File: config.mk
export PLATFORM = sky130hd
export DESIGN_NAME = ask_ir_codec
export DESIGN_NICKNAME = d
export VERILOG_FILES = /design/src/rtl/ask_ir_pkg.sv /design/src/rtl/ask_ir_carrier.sv /design/src/rtl/ask_ir_tx.sv /design/src/rtl/ask_ir_rx.sv /design/src/rtl/ask_ir_codec.sv
export SDC_FILE = /design/constraint.sdc
export NUM_CORES = 1
export LEC_CHECK = 0
export BUFFER_PORTS_ARGS = -buffer_cell sky130_fd_sc_hd__clkbuf_2
export CAP_MARGIN = 20
export CORE_ASPECT_RATIO = 1.5
export CORE_UTILIZATION = 45
export DETAILED_ROUTE_END_ITERATION = 8
export PLACE_DENSITY = 0.66
export SYNTH_ARGS = -nofsm -noshare
export SYNTH_HDL_FRONTEND = slang
export SYNTH_SLANG_ARGS = --single-unit
File: constraint.sdc
create_clock -name clk_i -period 3.15 [get_ports clk_i]
set_input_delay 0.945 -clock clk_i [delete_from_list [all_inputs] [get_ports clk_i]]
set_output_delay 0.945 -clock clk_i [all_outputs]
set_load 0.005 [all_outputs]
File: src/rtl/ask_ir_pkg.sv
package ask_ir_pkg;
  typedef enum logic {RX_IDLE, RX_BUSY} rx_state_e;
  localparam int unsigned FRAME_EXTRA = 2; // start + stop
endpackage

File: src/rtl/ask_ir_carrier.sv
module ask_ir_carrier #(
  parameter int unsigned CNT_W = 16
) (
  input  logic             clk_i,
  input  logic             rst_ni,
  input  logic             restart_i,
  input  logic [CNT_W-1:0] half_i,
  output logic             lvl_o
);
  localparam logic [CNT_W-1:0] ONE = 1;
  logic [CNT_W-1:0] cnt_q;

  always_ff @(posedge clk_i or negedge rst_ni) begin
    if (!rst_ni) begin
      cnt_q <= '0;
      lvl_o <= 1'b0;
    end else if (restart_i) begin
      cnt_q <= '0;
      lvl_o <= 1'b1;
    end else if (cnt_q >= half_i - ONE) begin
      cnt_q <= '0;
      lvl_o <= ~lvl_o;
    end else begin
      cnt_q <= cnt_q + ONE;
    end
  end
endmodule

File: src/rtl/ask_ir_tx.sv
module ask_ir_tx #(
  parameter int unsigned CNT_W  = 16,
  parameter int unsigned DATA_W = 8
) (
  input  logic              clk_i,
  input  logic              rst_ni,
  input  logic [CNT_W-1:0]  bit_div_i,
  input  logic [CNT_W-1:0]  car_half_i,
  input  logic              valid_i,
  input  logic [DATA_W-1:0] data_i,
  output logic              ready_o,
  output logic              ir_o
);
  localparam int unsigned FRAME_W = DATA_W + ask_ir_pkg::FRAME_EXTRA;
  localparam int unsigned IDX_W   = $clog2(FRAME_W);
  localparam logic [CNT_W-1:0] ONE = 1;
  localparam logic [IDX_W-1:0] LAST_IDX = IDX_W'(FRAME_W - 1);

  logic               busy_q;
  logic [FRAME_W-1:0] frame_q;
  logic [IDX_W-1:0]   idx_q;
  logic [CNT_W-1:0]   cnt_q;
  logic               accept, bit_end, last_bit, restart, car_lvl;

  assign accept   = valid_i & ~busy_q;
  assign bit_end  = busy_q && (cnt_q >= bit_div_i - ONE);
  assign last_bit = (idx_q == LAST_IDX);
  assign restart  = accept | (bit_end & ~last_bit);

  always_ff @(posedge clk_i or negedge rst_ni) begin
    if (!rst_ni) begin
      busy_q  <= 1'b0;
      frame_q <= '1;
      idx_q   <= '0;
      cnt_q   <= '0;
    end else if (accept) begin
      busy_q  <= 1'b1;
      frame_q <= {1'b1, data_i, 1'b0};
      idx_q   <= '0;
      cnt_q   <= '0;
    end else if (bit_end) begin
      cnt_q <= '0;
      if (last_bit) begin
        busy_q <= 1'b0;
      end else begin
        frame_q <= {1'b1, frame_q[FRAME_W-1:1]};
        idx_q   <= idx_q + 1'b1;
      end
    end else if (busy_q) begin
      cnt_q <= cnt_q + ONE;
    end
  end

  ask_ir_carrier #(.CNT_W(CNT_W)) u_car (
    .clk_i     (clk_i),
    .rst_ni    (rst_ni),
    .restart_i (restart),
    .half_i    (car_half_i),
    .lvl_o     (car_lvl)
  );

  assign ready_o = ~busy_q;
  assign ir_o    = busy_q & ~frame_q[0] & car_lvl;
endmodule

File: src/rtl/ask_ir_rx.sv
module ask_ir_rx #(
  parameter int unsigned CNT_W  = 16,
  parameter int unsigned DATA_W = 8
) (
  input  logic              clk_i,
  input  logic              rst_ni,
  input  logic [CNT_W-1:0]  bit_div_i,
  input  logic [CNT_W-1:0]  thr_i,
  input  logic              ir_i,
  output logic [DATA_W-1:0] data_o,
  output logic              valid_o
);
  import ask_ir_pkg::*;
  localparam int unsigned IDX_W = $clog2(DATA_W + 1);
  localparam logic [CNT_W-1:0] ONE = 1;
  localparam logic [IDX_W-1:0] LAST_IDX = IDX_W'(DATA_W);

  logic [1:0]        sync_q;
  logic              prev_q, rise;
  rx_state_e         state_q;
  logic [CNT_W-1:0]  cnt_q, edges_q, total;
  logic [IDX_W-1:0]  idx_q;
  logic [DATA_W-1:0] sh_q;
  logic              win_end, is_zero;

  assign rise    = sync_q[1] & ~prev_q;
  assign win_end = (state_q == RX_BUSY) && (cnt_q >= bit_div_i - ONE);
  assign total   = edges_q + {{(CNT_W-1){1'b0}}, rise};
  assign is_zero = total > thr_i;

  always_ff @(posedge clk_i or negedge rst_ni) begin
    if (!rst_ni) begin
      sync_q <= '0;
      prev_q <= 1'b0;
    end else begin
      sync_q <= {sync_q[0], ir_i};
      prev_q <= sync_q[1];
    end
  end

  always_ff @(posedge clk_i or negedge rst_ni) begin
    if (!rst_ni) begin
      state_q <= RX_IDLE;
      cnt_q   <= '0;
      edges_q <= '0;
      idx_q   <= '0;
      sh_q    <= '0;
      data_o  <= '0;
      valid_o <= 1'b0;
    end else begin
      valid_o <= 1'b0;
      if (state_q == RX_IDLE) begin
        if (rise) begin
          state_q <= RX_BUSY;
          cnt_q   <= ONE;
          edges_q <= ONE;
          idx_q   <= '0;
        end
      end else if (win_end) begin
        cnt_q   <= '0;
        edges_q <= '0;
        if (idx_q == '0) begin
          if (!is_zero) state_q <= RX_IDLE;   // false start
          else          idx_q   <= idx_q + 1'b1;
        end else begin
          sh_q <= {~is_zero, sh_q[DATA_W-1:1]};
          if (idx_q == LAST_IDX) begin
            state_q <= RX_IDLE;
            valid_o <= 1'b1;
            data_o  <= {~is_zero, sh_q[DATA_W-1:1]};
          end else begin
            idx_q <= idx_q + 1'b1;
          end
        end
      end else begin
        cnt_q   <= cnt_q + ONE;
        edges_q <= total;
      end
    end
  end
endmodule

File: src/rtl/ask_ir_codec.sv
module ask_ir_codec #(
  parameter int unsigned CNT_W  = 16,
  parameter int unsigned DATA_W = 8
) (
  input  logic              clk_i,
  input  logic              rst_ni,
  input  logic [CNT_W-1:0]  bit_div_i,
  input  logic [CNT_W-1:0]  car_half_i,
  input  logic [CNT_W-1:0]  edge_thr_i,
  input  logic              tx_valid_i,
  input  logic [DATA_W-1:0] tx_data_i,
  output logic              tx_ready_o,
  output logic              ir_tx_o,
  input  logic              ir_rx_i,
  output logic [DATA_W-1:0] rx_data_o,
  output logic              rx_valid_o
);
  ask_ir_tx #(.CNT_W(CNT_W), .DATA_W(DATA_W)) u_tx (
    .clk_i      (clk_i),
    .rst_ni     (rst_ni),
    .bit_div_i  (bit_div_i),
    .car_half_i (car_half_i),
    .valid_i    (tx_valid_i),
    .data_i     (tx_data_i),
    .ready_o    (tx_ready_o),
    .ir_o       (ir_tx_o)
  );

  ask_ir_rx #(.CNT_W(CNT_W), .DATA_W(DATA_W)) u_rx (
    .clk_i     (clk_i),
    .rst_ni    (rst_ni),
    .bit_div_i (bit_div_i),
    .thr_i     (edge_thr_i),
    .ir_i      (ir_rx_i),
    .data_o    (rx_data_o),
    .valid_o   (rx_valid_o)
  );
endmodule

==> flow_summary.toml <==
[run_status]
status = "finished, violations left"
violations = "setup timing"

[timing]
worst_pin_slew_ns = 0.856
fin_crit_ns = 3.99
finalHoldViolCount = 0
rsz0062_at_grt = "true"
maxSlewViolCount = 0
finalClockSkew_ns = 0.0105
setup_viol = 100
setup_ws_ns = -0.844
finalCritPeriodShare = 1.27
holdWs_ns = 0.359
max_slew_margin = 0.428
fmax_mhz = 250

[setup_path]
crit_top_cell = "buf_6"
path_class = "input port to register"
critPathMaxStageDelay_ns = 0.56
endpoint_kind = "register"
critical_path_arrival_ns = 4.24
r2r-end = "u_rx.idx_q[0]"
crit_path_max_fanout = 7
rr_worst_depth = 16
start_kind = "input port"
crit_required_ns = 3.40
setup.worst_path.start = "bit_div_i[5]"
r2r_slack_ns = -0.66
worstReg2RegStart = "u_rx.sync_q[1]"
crit_path_top_delay_cell = "or4_4"
path_cells = "buf_6 -> or4_4 -> or3_4 -> nor4_4 -> xnor2_2 -> ha_1 -> a21o_1 -> a21oi_2 -> nor2b_2 -> a311oi_4 -> buf_6 -> a221oi_4 -> buf_12 -> mux2_4"

[min_path]
hp-start = "u_rx.sync_q[0]"
hold_depth = 0
hold_class = "register to register"
min_to = "u_rx.sync_q[1]"

[floorplan]
die_h_um = 153
core_area_um2 = 14700
start_util = 0.465
placementRows = 54
die_w_um = 103
io_pins = 71
dieArea_um2 = 15700

[place]
gp_congestion = 0.843
io_buffers = 70
dp_cells = 1065
dpl_cell_area_um2 = 8230
detailed_place_hpwl_um = 12300

[global_routing]
grt_pass1_vias = 6223
grt_first_pass_wirelength_um = 28200
grt_overflow = 0
track_usage = 0.227
grt_antenna_before_repair = 0
grt_max_degree = 49

[power_and_ir_drop]
power.density_nw_per_um2 = 558
ir_worst_vdd_v = 0.000374
leakage_nw = 4.60
fin_total_pwr_mw = 5.20

[routing]
firstDrtPassIters = 4
viasPerCell = 5.44
wl_um = 17100
ant_nets = 0
drc = 0
vias = 5986
wire_per_inst_um = 15.5
drt_iter0_markers = 180

[logic_synthesis]
synthTopCellsByArea = "dfrtp_1 34%, ha_1 13%, xnor2_1 5.2%"
ys.flop_type = "dfrtp_1"
syn_inst = 714
async_flop_share = 1.00
synth_edf_count = 0
yosysWarningCount = 0
yosysUniqueCellTypes = 57
ys_seq_area_frac = 0.378
synth_fp_nets = 845
yosysTopAreaCell = "dfrtp_1"
syn-cell-area_um2 = 6850
yosys.area.top_type_share = 0.344
avgSynthCellArea_um2 = 9.59
ys_seq_elements = 103

[clock_network]
worstSkewPairLatency_ns = 0.36
htree_levels = 3
tritoncts = "done"
clock-sinks = 103
clk_transition_reported_paths_ns = 0.08
cts_made_buffers = 9
cts_root_buf = "clkbuf_16"
cts_buffer_depth = 2

[cells_and_area]
instances_no_fill = 1101
final_area_um2 = 9310
area_growth_syn_to_layout_pct = 36.0
layout-drive-gt1-share = 0.360
layout_commonest_cell = "buf_4"
final_cell_mix = "96 x buf_4, 94 x dfrtp_1, 68 x ha_1, 67 x clkbuf_2, 48 x nand2_1"
nets = 1031
antenna_cells = 0

[flow_run]
cap_violations = 0
==> repair_timing <==
action | 4_1_cts | 5_1_grt
hold buffers | 0 | 0
resized for setup | 91 | 58
setup buffers | 13 | 6
hold endpoints to repair | 0 | 0
endpoints found under the setup margin | 100 | 100
gates cloned | 6 | 0
pin swaps | 54 | 16
==> sequential cells by signal, indices dropped and copies added (netlist names) <==
register and flops:
u_rx.sh_q 7, u_tx.u_car.lvl_o 1, u_rx.prev_q 1, u_rx.state_q 1
u_rx.sync_q 2, u_rx.valid_o 1, u_tx.idx_q 4, u_rx.edges_q 16
u_rx.idx_q 4, u_tx.cnt_q 16, u_rx.cnt_q 16, u_tx.frame_q 9
u_tx.u_car.cnt_q 16, u_rx.data_o 8, u_tx.busy_q 1
==> critical path, delay by kind of cell <==
kind / cells / cell delay [ns]
and+or+nand+nor: 4 / 1.30
AOI/OAI and AO/OA: 4 / 0.74
buffers and inverters: 3 / 0.46
adders and majority gates: 1 / 0.35
muxes: 1 / 0.29
xor gates and xnor gates: 1 / 0.16
==> synth_stat cells (all sizes together) (3+ instances only) <==
library cell and number:
o21a 4, inv 39, or4 6, and3 20, a211oi 8, ha 71, nor3b 7, a21o 20
and2 3, nand3b 3, dfrtp 94, buf 7, xnor2 41, or2 7, a31oi 4, nor2b 8
mux2i 8, o21ai 38, or3 11, nand3 36, nand4 12, dfstp 9, a21oi 18, nand2b 6
clkbuf 8, a221o 3, o31ai 5, nor2 60, nor3 17, xor2 30, mux2 15, a22o 16
nor4 9, a211o 3, nand2 52
==> report_power, final <==
group | internal [mW] | switching, mW | total (mW)
clock | 0.570 | 0.566 | 1.14
sequential | 1.63 | 0.294 | 1.92
combinational | 1.08 | 1.05 | 2.14
==> per-stage QoR <==
stage                     setup TNS [ns]  utilization  setup WS, ns
after floorplan                   -81.35            -         -1.02
after CTS                         -65.11        0.613        -0.766
after global placement           -103.74        0.559         -1.16
final                             -68.53        0.632        -0.844
after detailed placement         -112.27        0.559         -1.24
after global routing              -77.92        0.632        -0.913
==> routing by layer <==
metal | vias to the layer above | global-route usage | wire (um)
met4 | 0 | 0.101 | 493
li1 | 2940 | - | -
met3 | 37 | 0.0265 | 442
met5 | - | 0 | 0
met1 | 2904 | 0.249 | 6720
met2 | 105 | 0.422 | 9450
==> logic make-up (layout without fill, tap and decap cells) <==
kind of cell	Yosys count	count (layout)	synth area share
adders and majority gates	71	71	0.130
muxes	23	23	0.0364
and+or+nand+nor	260	263	0.194
DFF	103	103	0.378
AOI/OAI and AO/OA	131	131	0.135
xor gates and xnor gates	72	72	0.0941
buffers and inverters	54	242	0.0320
==> final cells by class <==
type / count / area (um2)
inverters: 39 / 146
flip-flops and latches: 103 / 2590
multi-input cells: 560 / 4600
clock inverters: 7 / 81.3
well taps: 196 / 245
clock buffers: 9 / 225
fillers: 1232 / 5420
repair buffers: 187 / 1420
==> how the worst max path moves through the flow <==
stage / end / slack (ns) / depth (start not counted)
floorplan: u_rx.cnt_q[2] / -1.02 / 15
global placement: u_rx.cnt_q[11] / -1.16 / 15
detailed placement: u_rx.sh_q[1] / -1.24 / 14
CTS: u_rx.data_o[2] / -0.77 / 15
global route: u_rx.sh_q[1] / -0.91 / 15
finish: u_rx.sh_q[1] / -0.84 / 14
Power figures use the tool's default switching activity.
